**src/rtl/vpic_pkg.sv**
```systemverilog
package vpic_pkg;

  typedef enum logic [1:0] {
    TRIG_LOW  = 2'd0,
    TRIG_HIGH = 2'd1,
    TRIG_FALL = 2'd2,
    TRIG_RISE = 2'd3
  } trig_e;

  localparam logic [9:0] OFS_RAW  = 10'h100;
  localparam logic [9:0] OFS_ACT  = 10'h104;
  localparam logic [9:0] OFS_INT  = 10'h108;
  localparam logic [9:0] OFS_VEC  = 10'h10C;
  localparam logic [9:0] OFS_NUM  = 10'h110;
  localparam logic [9:0] OFS_ENA  = 10'h114;
  localparam logic [9:0] OFS_OUT  = 10'h118;
  localparam logic [9:0] OFS_MEN  = 10'h120;
  localparam logic [9:0] OFS_MDIS = 10'h124;
  localparam logic [9:0] OFS_SET  = 10'h128;
  localparam logic [9:0] OFS_CLR  = 10'h12C;
  localparam logic [9:0] OFS_EOS  = 10'h130;

  // vector read value: source number scaled to a word offset
  function automatic logic [31:0] vec_code(input logic [31:0] id);
    return id << 2;
  endfunction

  function automatic logic is_edge(input trig_e t);
    return t[1];
  endfunction

  function automatic logic level_hit(input trig_e t, input logic s);
    return (t == TRIG_HIGH) ? s : ~s;
  endfunction

  function automatic logic edge_seen(input trig_e t, input logic s, input logic prev);
    case (t)
      TRIG_RISE: return s & ~prev;
      TRIG_FALL: return ~s & prev;
      default:   return 1'b0;
    endcase
  endfunction

endpackage

```
**src/rtl/vpic_src_detect.sv**
```systemverilog
module vpic_src_detect
  import vpic_pkg::*;
#(
  parameter int unsigned NUM_SRC = 32
) (
  input  logic               clk,
  input  logic               rst_n,
  input  logic [NUM_SRC-1:0] src_i,
  input  trig_e              trig_i [NUM_SRC],
  input  logic [NUM_SRC-1:0] set_i,
  input  logic [NUM_SRC-1:0] clr_i,
  input  logic [NUM_SRC-1:0] ack_i,
  output logic [NUM_SRC-1:0] active_o,
  output logic [NUM_SRC-1:0] edge_hit_o
);

  logic [NUM_SRC-1:0] prev_q;
  logic [NUM_SRC-1:0] pend_q;

  always_ff @(posedge clk or negedge rst_n) begin
    if (!rst_n) prev_q <= '0;
    else        prev_q <= src_i;
  end

  for (genvar g = 0; g < NUM_SRC; g++) begin : g_src
    logic edge_mode;
    assign edge_mode     = is_edge(trig_i[g]);
    assign edge_hit_o[g] = edge_seen(trig_i[g], src_i[g], prev_q[g]);

    always_ff @(posedge clk or negedge rst_n) begin
      if (!rst_n)                      pend_q[g] <= 1'b0;
      else if (!edge_mode)             pend_q[g] <= 1'b0;
      else if (edge_hit_o[g] || set_i[g]) pend_q[g] <= 1'b1;
      else if (clr_i[g] || ack_i[g])   pend_q[g] <= 1'b0;
    end

    assign active_o[g] = edge_mode ? pend_q[g] : level_hit(trig_i[g], src_i[g]);

    AST_EDGE_LATCH: assert property (@(posedge clk) disable iff (!rst_n)
      edge_hit_o[g] |=> pend_q[g]);

    AST_PEND_CLEAR: assert property (@(posedge clk) disable iff (!rst_n)
      (edge_mode && (ack_i[g] || clr_i[g]) && !set_i[g] && !edge_hit_o[g]) |=> !pend_q[g]);
  end

endmodule

```
**src/rtl/vpic_arbiter.sv**
```systemverilog
module vpic_arbiter #(
  parameter int unsigned NUM_SRC = 32,
  parameter int unsigned PRIO_W  = 3,
  localparam int unsigned ID_W   = $clog2(NUM_SRC)
) (
  input  logic              clk,
  input  logic              rst_n,
  input  logic [NUM_SRC-1:0] req_i,
  input  logic [PRIO_W-1:0] prio_i [NUM_SRC],
  output logic              win_vld_o,
  output logic [ID_W-1:0]   win_id_o
);

  logic [PRIO_W-1:0] best;

  // scan from the top number down; ">=" lets a lower number take a tie
  always_comb begin
    win_vld_o = 1'b0;
    win_id_o  = '0;
    best      = '0;
    for (int i = NUM_SRC - 1; i >= 0; i--) begin
      if (req_i[i] && (!win_vld_o || prio_i[i] >= best)) begin
        win_vld_o = 1'b1;
        best      = prio_i[i];
        win_id_o  = ID_W'(i);
      end
    end
  end

  AST_WIN_PENDING: assert property (@(posedge clk) disable iff (!rst_n)
    win_vld_o |-> req_i[win_id_o]);

  AST_WIN_ANY: assert property (@(posedge clk) disable iff (!rst_n)
    (|req_i) |-> win_vld_o);

endmodule

```
**src/rtl/vec_prio_intc.sv**
```systemverilog
module vec_prio_intc
  import vpic_pkg::*;
#(
  parameter int unsigned NUM_SRC = 32,  // at most 32: one bit per source in a bus word
  parameter int unsigned PRIO_W  = 3,
  parameter int unsigned ADDR_W  = 10
) (
  input  logic               clk,
  input  logic               rst_n,
  input  logic               bus_wr_i,
  input  logic               bus_rd_i,
  input  logic [ADDR_W-1:0]  bus_addr_i,
  input  logic [31:0]        bus_wdata_i,
  output logic [31:0]        bus_rdata_o,
  input  logic [NUM_SRC-1:0] src_i,
  output logic               irq_n_o
);

  localparam int unsigned ID_W    = $clog2(NUM_SRC);
  localparam int unsigned CFG_TOP = 4 * NUM_SRC;

  trig_e              trig_q [NUM_SRC];
  logic [PRIO_W-1:0]  prio_q [NUM_SRC];
  logic [NUM_SRC-1:0] en_q;
  logic               busy_q;
  logic [ID_W-1:0]    held_q;

  logic [NUM_SRC-1:0] active, edge_hit, int_stat, ack_vec;
  logic               win_vld;
  logic [ID_W-1:0]    win_id;

  // named bus events
  logic cfg_hit, wr_men, wr_mdis, wr_set, wr_clr, eoi, ack;
  logic [ID_W-1:0] cfg_idx;
  logic [NUM_SRC-1:0] wbits;

  assign cfg_hit = (32'(bus_addr_i) < CFG_TOP) && (bus_addr_i[1:0] == 2'b00);
  assign cfg_idx = bus_addr_i[ID_W+1:2];
  assign wbits   = bus_wdata_i[NUM_SRC-1:0];
  assign wr_men  = bus_wr_i && (bus_addr_i == OFS_MEN);
  assign wr_mdis = bus_wr_i && (bus_addr_i == OFS_MDIS);
  assign wr_set  = bus_wr_i && (bus_addr_i == OFS_SET);
  assign wr_clr  = bus_wr_i && (bus_addr_i == OFS_CLR);
  assign eoi     = bus_wr_i && (bus_addr_i == OFS_EOS);
  assign ack     = bus_rd_i && (bus_addr_i == OFS_VEC) && !busy_q && win_vld;
  assign ack_vec = ack ? ({{(NUM_SRC-1){1'b0}}, 1'b1} << win_id) : '0;

  vpic_src_detect #(.NUM_SRC(NUM_SRC)) u_detect (
    .clk        (clk),
    .rst_n      (rst_n),
    .src_i      (src_i),
    .trig_i     (trig_q),
    .set_i      (wr_set ? wbits : '0),
    .clr_i      (wr_clr ? wbits : '0),
    .ack_i      (ack_vec),
    .active_o   (active),
    .edge_hit_o (edge_hit)
  );

  assign int_stat = active & en_q;

  vpic_arbiter #(.NUM_SRC(NUM_SRC), .PRIO_W(PRIO_W)) u_arb (
    .clk       (clk),
    .rst_n     (rst_n),
    .req_i     (int_stat),
    .prio_i    (prio_q),
    .win_vld_o (win_vld),
    .win_id_o  (win_id)
  );

  always_ff @(posedge clk or negedge rst_n) begin
    if (!rst_n) begin
      for (int i = 0; i < NUM_SRC; i++) begin
        trig_q[i] <= TRIG_HIGH;
        prio_q[i] <= '0;
      end
    end else if (bus_wr_i && cfg_hit) begin
      trig_q[cfg_idx] <= trig_e'(bus_wdata_i[7:6]);
      prio_q[cfg_idx] <= bus_wdata_i[PRIO_W-1:0];
    end
  end

  always_ff @(posedge clk or negedge rst_n) begin
    if (!rst_n)       en_q <= '0;
    else if (wr_men)  en_q <= en_q | wbits;
    else if (wr_mdis) en_q <= en_q & ~wbits;
  end

  always_ff @(posedge clk or negedge rst_n) begin
    if (!rst_n) begin
      busy_q <= 1'b0;
      held_q <= '0;
    end else if (eoi) begin
      busy_q <= 1'b0;
    end else if (ack) begin
      busy_q <= 1'b1;
      held_q <= win_id;
    end
  end

  assign irq_n_o = ~(win_vld && !busy_q);

  always_comb begin
    bus_rdata_o = '0;
    if (cfg_hit) begin
      bus_rdata_o[7:6]        = trig_q[cfg_idx];
      bus_rdata_o[PRIO_W-1:0] = prio_q[cfg_idx];
    end else begin
      case (bus_addr_i)
        OFS_RAW: bus_rdata_o[NUM_SRC-1:0] = src_i;
        OFS_ACT: bus_rdata_o[NUM_SRC-1:0] = active;
        OFS_INT: bus_rdata_o[NUM_SRC-1:0] = int_stat;
        OFS_ENA: bus_rdata_o[NUM_SRC-1:0] = en_q;
        OFS_NUM: bus_rdata_o[ID_W-1:0]    = held_q;
        OFS_OUT: bus_rdata_o[0]           = ~irq_n_o;
        OFS_VEC: bus_rdata_o = busy_q  ? vec_code(32'(held_q)) :
                               win_vld ? vec_code(32'(win_id)) : '0;
        default: bus_rdata_o = '0;
      endcase
    end
  end

  AST_SERVICE_QUIET: assert property (@(posedge clk) disable iff (!rst_n)
    busy_q |-> irq_n_o);

  AST_ACK_TAKES: assert property (@(posedge clk) disable iff (!rst_n)
    ack |=> (busy_q && irq_n_o));

  AST_EOI_ENDS: assert property (@(posedge clk) disable iff (!rst_n)
    eoi |=> !busy_q);

  AST_HOLD_STABLE: assert property (@(posedge clk) disable iff (!rst_n)
    (busy_q && !bus_rd_i && !bus_wr_i) |=> $stable(held_q));

  AST_MASK_SET: assert property (@(posedge clk) disable iff (!rst_n)
    wr_men |=> ((en_q & $past(wbits)) == $past(wbits)));

  AST_MASK_CLR: assert property (@(posedge clk) disable iff (!rst_n)
    wr_mdis |=> ((en_q & $past(wbits)) == '0));

  AST_IRQ_ENABLED: assert property (@(posedge clk) disable iff (!rst_n)
    !irq_n_o |-> ((active & en_q) != '0));

endmodule

```
**config.mk**
```make
export PLATFORM = sky130hd
export DESIGN_NAME = vec_prio_intc
export DESIGN_NICKNAME = d
export VERILOG_FILES = /design/src/rtl/vpic_pkg.sv /design/src/rtl/vpic_src_detect.sv /design/src/rtl/vpic_arbiter.sv /design/src/rtl/vec_prio_intc.sv
export SDC_FILE = /design/constraint.sdc
export NUM_CORES = 1
export LEC_CHECK = 0
export BUFFER_PORTS_ARGS = -buffer_cell sky130_fd_sc_hd__buf_2
export CORE_AREA = 2 2 280 282
export CTS_CLUSTER_SIZE = 30
export DETAILED_ROUTE_END_ITERATION = 10
export DIE_AREA = 0 0 282 284
export GPL_TIMING_DRIVEN = 0
export PLACE_DENSITY_LB_ADDON = 0.25
export RECOVER_POWER = 25
export SLEW_MARGIN = 20
export SYNTH_ARGS = -nofsm -noshare
export SYNTH_HDL_FRONTEND = slang
export SYNTH_SLANG_ARGS = --single-unit
```
**constraint.sdc**
```tcl
create_clock -name clk -period 94.2 [get_ports clk]
set_input_delay 4.71 -clock clk [delete_from_list [all_inputs] [get_ports clk]]
set_output_delay 4.71 -clock clk [all_outputs]
set_load 0.05 [all_outputs]
```
==> flow_metrics.py, run 1 <==
metrics = {
    "status": {
        "outcome": "finished, violations left",
        "violations": "capacitance limit, slew limit",
    },
    "detailed_routing": {
        "via_per_inst": 5.542,
        "totalWireLength_mm": 85.52,
        "via_count": 18154,
        "drc": 0,
        "drtAntennaViolNets": 0,
        "wire_per_inst_um": 26.10,
        "drt-initial-drc-count": 1994,
        "router_iterations_before_antenna_repair": 6,
    },
    "die": {
        "floorplan.rows": 102,
        "die_w_um": 282,
        "core_area_mm2": 0.07696,
        "boundaryPins": 111,
        "fp.dieH_um": 284,
        "initial_utilization": 0.2491,
        "die_area_mm2": 0.08009,
    },
    "finish": {
        "areaGrowthSynthToFinish_pct": 15.97,
        "layout.nets": 2357,
        "finalCoreUtilization": 0.2889,
        "final_layout_size_suffix_gt1_frac": 0.2062,
        "insertedDiodeCount": 0,
        "post_layout_nonfiller_instances": 3276,
        "filler_cell_count": 8119,
        "postLayoutCellArea_mm2": 0.02223,
        "most-common-layout-cells": "sky130_fd_sc_hd__nand2_1 (269), sky130_fd_sc_hd__dfrtp_1 (230), sky130_fd_sc_hd__nor2_1 (225), sky130_fd_sc_hd__mux2_2 (147), sky130_fd_sc_hd__o21ai_0 (129)",
        "final_common_cell": "sky130_fd_sc_hd__nand2_1",
    },
    "placement": {
        "io_buffer_count": 103,
        "dp_cells": 3213,
        "gp_routability_congestion": 0.9494,
        "place_ws_ns": 32.87,
        "place_area_mm2": 0.02112,
        "detailed_place_hpwl_mm": 65.01,
    },
    "clock_tree": {
        "cts_hold_buf": 0,
        "cts_root_buffer": "sky130_fd_sc_hd__clkbuf_16",
        "ctsResizeCount": 0,
        "clock_tree_from_tritoncts": "yes",
        "clk-insertion-delay-late_ns": 0.56,
        "cts.path.max_buffers": 3,
        "postCtsSetupRepairBufs": 0,
        "cts.sink_count": 262,
        "htree_num_levels": 2,
        "numCtsBuffers": 34,
        "worst_setup_hold_path_clk_slew_ns": 0.06,
    },
    "setup_path": {
        "crit_top_cell": "sky130_fd_sc_hd__ha_1",
        "worstSetupStartpointType": "primary input",
        "worst-setup-path-type": "in2out",
        "critPathSlowestCell": "sky130_fd_sc_hd__o32ai_1",
        "crit_path_end_kind": "output pin",
        "required_ns": 89.49,
        "worstPathArrival_ns": 57.87,
        "timing.critical_path.fanout_max": 10,
        "critical-path-max-stage-delay_ns": 0.70,
    },
    "global_route": {
        "grt_pass1_vias": 17349,
        "globalRouteOverflowTotal": 0,
        "grt_use_total": 0.2092,
        "grt_first_pass_wirelength_mm": 122.5,
        "pin_count_of_the_biggest_net_entering_global_routing": 94,
        "grt_antenna_before_repair": 9,
    },
    "synth": {
        "synthesis.area_mm2": 0.01917,
        "synth.net_count": 2214,
        "synth_top_flop_cell": "sky130_fd_sc_hd__dfrtp_1",
        "sequential_share_of_the_synthesized_area": 0.3441,
        "asyncSetResetFlopFracSynth": 1.000,
        "ys_seq_elements": 262,
        "yosysWarningCount": 0,
        "synth_edf_count": 0,
        "synth_top_area_cell": "sky130_fd_sc_hd__dfrtp_1",
        "gate_count_of_the_mapped_netlist": 2067,
        "synth.distinct_cells": 104,
        "synth_largest_type_area_fraction": 0.3002,
        "postSynthAreaPerCell_um2": 9.275,
        "yosys-top-cells-area": "sky130_fd_sc_hd__dfrtp_1 (30%), sky130_fd_sc_hd__mux2_2 (8.6%), sky130_fd_sc_hd__mux4_2 (5.9%), sky130_fd_sc_hd__nand2_1 (5.3%), sky130_fd_sc_hd__ha_1 (4.5%)",
    },
    "timing": {
        "slew_viol_final": 200,
        "max_slew.worst_pin.slew_ns": 5.193,
        "hold_viol_final": 0,
        "max_slew_margin": -2.462,
        "clock_skew_ns": 0.02229,
        "post_route_setup_tns_ns": 0,
        "setup_ws_ns": 31.62,
        "layout_worst_path_cycle_share": 0.6643,
        "final.min_clock_period_ns": 62.58,
        "max_freq_mhz": 15.98,
        "worst_hold_slack_ns": 0.5138,
        "setup_viol": 0,
        "grt_setup_unrepaired": "false",
    },
    "run": {
        "cap_viol_max_count": 3,
    },
    "pwr": {
        "leakage_nw": 9.280,
        "cellPowerDensity_mw_per_mm2": 13.54,
        "total_power_mw": 0.3010,
        "vdd_ir_drop_max_v": 0.000009563,
    },
    "min_path": {
        "hold_path_class": "reg2reg",
    },
}
-- worst max-delay path: cells and delay by family --
family,cells,cell delay [ns]
compound gates,98,25.90
xor+xnor,1,0.17
fa+ha+maj,37,10.41
buf+inv,12,2.46
mux,8,3.12
simple gates,67,11.00
-- power by group --
| group | switching [mW] | internal, mW |
|---|---|---|
| Sequential | 0.00232 | 0.115 |
| Combinational | 0.0290 | 0.0128 |
| Clock | 0.0566 | 0.0855 |
-- worst paths after layout --
kind,cells after the start,endpoint,from,slack [ns]
setup reg to reg,221,u_detect.pend_q[27]$_DFFE_PN0P_,trig_q[0]$_DFFE_PN1P_,40.49
setup / recovery,223,bus_rdata_o[5],src_i[31],31.62
min in group asynchronous,1,prio_q[31]$_DFFE_PN0P_,rst_n,4.86
hold / removal,2,held_q[4]$_DFFE_PN0P_,held_q[4]$_DFFE_PN0P_,0.51
hold reg to reg,2,held_q[4]$_DFFE_PN0P_,held_q[4]$_DFFE_PN0P_,0.51
max in group asynchronous,2,asynchronous set/reset pin,rst_n,83.40
-- logic make-up after synthesis --
family	Yosys count	synth area share
AOI/OAI and AO/OA	620	0.2432
adders and majority gates	75	0.04817
DFF	262	0.3441
and+or+nand+nor	712	0.1677
buffers and inverters	160	0.03244
xor gates and xnor gates	32	0.01462
muxes	206	0.1498
-- synth_stat cells, drive strengths merged, types with 28 or more instances --
| cell | number |
|---|---|
| dfstp | 32 |
| mux2 | 147 |
| nor3 | 41 |
| a221o | 38 |
| nor2 | 226 |
| clkbuf | 54 |
| a21oi | 79 |
| a31oi | 28 |
| nand2b | 44 |
| nand2 | 269 |
| o21ai | 140 |
| dfrtp | 230 |
| mux4 | 50 |
| xor2 | 30 |
| inv | 93 |
| nand3 | 38 |
| a22o | 29 |
| ha | 69 |
-- cell type report --
cell class                 count  area [um^2]  share of cell area
multi-input combinational   1645        11990              0.5394
inverter                      93        349.1             0.01570
sequential                   262         6596              0.2967
clock inverter                13        152.6            0.006866
timing repair buffer         107        516.7             0.02324
buffer                        67        282.8             0.01272
tap                         1040         1301             0.05853
clock buffer                  49         1041             0.04682
-- per-layer routing --
| metal | vias up | global-route usage | share of wire |
|---|---|---|---|
| li1 | 8058 | - | - |
| met3 | 172 | 0.04026 | 0.070 |
| met5 | - | 0 | 0.00078 |
| met4 | 12 | 0.07673 | 0.039 |
| met2 | 737 | 0.3377 | 0.46 |
| met1 | 9175 | 0.2761 | 0.43 |
Note: power is estimated with default switching activity, not from simulation.
==> run 2, diff against run 1 <==
- ABC_AREA: unset -> 1
- CORE_AREA: 2 2 280 282 -> 2 2 269 271
- DIE_AREA: 0 0 282 284 -> 0 0 271 273
- clock period: 94.2 -> 57.6 ns (I/O delays scaled with it)
==> flow_metrics.py, run 2 <==
metrics = {
    "status": {
        "outcome": "finished, violations left",
        "violations": "capacitance limit, slew limit",
    },
    "global_route": {
        "pin_count_of_the_biggest_net_entering_global_routing": 84,
        "grt_use_total": 0.2091,
        "grt_antenna_before_repair": 2,
        "globalRouteOverflowTotal": 0,
        "grt_first_pass_wirelength_mm": 113.6,
        "grt_pass1_vias": 16561,
    },
    "timing": {
        "hold_viol_final": 0,
        "setup_viol": 0,
        "slew_viol_final": 215,
        "grt_setup_unrepaired": "false",
        "max_slew.worst_pin.slew_ns": 4.597,
        "setup_ws_ns": 16.30,
        "max_slew_margin": -2.064,
        "clock_skew_ns": 0.01811,
        "max_freq_mhz": 24.22,
        "final.min_clock_period_ns": 41.30,
        "layout_worst_path_cycle_share": 0.7169,
        "post_route_setup_tns_ns": 0,
        "worst_hold_slack_ns": 0.4820,
    },
    "synth": {
        "gate_count_of_the_mapped_netlist": 2467,
        "yosys.cell_count.top_type": "sky130_fd_sc_hd__nand2_1",
        "synthesis.area_mm2": 0.01760,
        "synth_edf_count": 0,
        "asyncSetResetFlopFracSynth": 1.000,
        "ys_seq_elements": 262,
        "synth_top_flop_cell": "sky130_fd_sc_hd__dfrtp_1",
        "postSynthAreaPerCell_um2": 7.135,
        "synth_largest_type_area_fraction": 0.3270,
        "synth.net_count": 2614,
        "yosys-top-cells-area": "sky130_fd_sc_hd__dfrtp_1 (33%), sky130_fd_sc_hd__nand2_1 (13%), sky130_fd_sc_hd__o21ai_0 (13%), sky130_fd_sc_hd__inv_1 (7.0%), sky130_fd_sc_hd__ha_1 (4.9%)",
        "synth_top_area_cell": "sky130_fd_sc_hd__dfrtp_1",
        "sequential_share_of_the_synthesized_area": 0.3747,
        "synth.distinct_cells": 58,
        "synth.top_cells.by_count": "sky130_fd_sc_hd__nand2_1 (616), sky130_fd_sc_hd__o21ai_0 (442), sky130_fd_sc_hd__inv_1 (330), sky130_fd_sc_hd__dfrtp_1 (230), sky130_fd_sc_hd__nor2_1 (130)",
        "yosysWarningCount": 0,
    },
    "clock_tree": {
        "cts.sink_count": 262,
        "cts.path.max_buffers": 3,
        "clock_tree_from_tritoncts": "yes",
        "worst_setup_hold_path_clk_slew_ns": 0.05,
        "clk-insertion-delay-late_ns": 0.56,
        "cts_root_buffer": "sky130_fd_sc_hd__clkbuf_16",
        "cts_hold_buf": 0,
        "ctsResizeCount": 0,
        "numCtsBuffers": 36,
        "htree_num_levels": 2,
        "postCtsSetupRepairBufs": 0,
    },
    "detailed_routing": {
        "drt-initial-drc-count": 1758,
        "router_iterations_before_antenna_repair": 8,
        "totalWireLength_mm": 78.91,
        "via_count": 17873,
        "drc": 0,
        "drtAntennaViolNets": 0,
        "wire_per_inst_um": 21.92,
        "via_per_inst": 4.966,
    },
    "finish": {
        "most-common-layout-cells": "sky130_fd_sc_hd__nand2_1 (616), sky130_fd_sc_hd__o21ai_0 (442), sky130_fd_sc_hd__inv_1 (330), sky130_fd_sc_hd__dfrtp_1 (230), sky130_fd_sc_hd__nor2_1 (126)",
        "filler_cell_count": 7868,
        "post_layout_nonfiller_instances": 3599,
        "areaGrowthSynthToFinish_pct": 16.33,
        "layout.nets": 2765,
        "final_common_cell": "sky130_fd_sc_hd__nand2_1",
        "postLayoutCellArea_mm2": 0.02048,
        "final_layout_size_suffix_gt1_frac": 0.1153,
    },
    "setup_path": {
        "r2r_worst_path_depth": 308,
        "worstSetupStartpointType": "primary input",
        "reg2reg_from": "trig_q[0]$_DFFE_PN1P_",
        "r2r_end": "u_detect.pend_q[17]$_DFFE_PN0P_",
        "worst-setup-path-type": "in2out",
        "setup.reg_to_reg.worst_slack_ns": 21.68,
        "worstPathArrival_ns": 38.42,
        "required_ns": 54.72,
        "critical-path-max-stage-delay_ns": 0.50,
        "timing.critical_path.fanout_max": 10,
        "critPathSlowestCell": "sky130_fd_sc_hd__o21ai_0",
        "crit_top_cell": "sky130_fd_sc_hd__nand2_1",
        "crit_path_end_kind": "output pin",
    },
    "pwr": {
        "leakage_nw": 9.143,
        "vdd_ir_drop_max_v": 0.00001582,
        "cellPowerDensity_mw_per_mm2": 22.65,
    },
    "placement": {
        "place_area_mm2": 0.01944,
        "place_ws_ns": 16.80,
        "dp_cells": 3530,
        "io_buffer_count": 110,
        "gp_routability_congestion": 0.9497,
        "detailed_place_hpwl_mm": 59.73,
    },
    "min_path": {
        "worstHoldPathCells": 2,
        "hold_path_class": "reg2reg",
        "holdPathEnd": "prio_q[15]$_DFFE_PN0P_",
        "hold_start": "prio_q[15]$_DFFE_PN0P_",
    },
    "die": {
        "initial_utilization": 0.2479,
        "floorplan.rows": 98,
        "boundaryPins": 111,
        "core_area_mm2": 0.07100,
        "fp.dieH_um": 273,
        "die_area_mm2": 0.07398,
        "die_w_um": 271,
    },
    "run": {
        "cap_viol_max_count": 3,
    },
}
[run 2: logic make-up after synthesis]
family                     after synthesis  synth area share
buffers and inverters                  416           0.09297
DFF                                    262            0.3747
and+or+nand+nor                        986            0.2474
adders and majority gates               69           0.04904
xor gates and xnor gates                 4          0.001991
AOI/OAI and AO/OA                      730            0.2339
[run 2: power by group]
group	switching [mW]	internal [mW]
sequential	0.00264	0.188
combinational	0.0396	0.0137
clock	0.0921	0.128
total	0.134	0.329
[run 2: stage by stage]
stage | total power, mW | utilization
finish | 0.4638 | 0.2884
global route | 0.4798 | 0.2883
CTS | 0.4673 | 0.2896
detailed placement | 0.2465 | 0.2738
global placement | 0.2458 | 0.2724
floorplan | 0.2214 | -
[run 2: cell type report]
| cell class | count | area [um^2] | share of cell area |
|---|---|---|---|
| multi-input cells | 1789 | 9380 | 0.4581 |
| inverters | 356 | 1349 | 0.06587 |
| clock inverters | 5 | 36.28 | 0.001772 |
| flip-flops and latches | 262 | 6596 | 0.3221 |
| plain buffers | 60 | 290.3 | 0.01418 |
| repair buffers | 113 | 544.3 | 0.02658 |
| clock buffers | 60 | 1082 | 0.05285 |
| diodes | 4 | 10.01 | 0.0004888 |
| well taps | 950 | 1189 | 0.05805 |
[run 2: how the worst max path moves through the flow]
stage / start / end / cells after the start
finish: src_i[31] / bus_rdata_o[6] / 309
global route: src_i[31] / bus_rdata_o[6] / 311
CTS: src_i[31] / bus_rdata_o[6] / 309
detailed placement: src_i[31] / bus_rdata_o[6] / 309
global placement: src_i[31] / bus_rdata_o[6] / 309
floorplan: src_i[31] / bus_rdata_o[5] / 310
[run 2: layer usage]
metal / track usage / wire (um) / part of all wire / up-vias
met4: 0.08069 / 3430 / 0.043 / 4
met1: 0.2793 / 34380 / 0.44 / 8422
met2: 0.3378 / 35520 / 0.45 / 691
met3: 0.03409 / 5548 / 0.070 / 164
li1: - / - / - / 8592
met5: 0 / 19 / 0.00024 / -
[run 2: worst max-delay path, delay by kind of cell]
kind	cells	cell delay, ns
fa+ha+maj	31	8.88
buf+inv	55	4.06
compound gates	69	10.08
simple gates	154	12.35
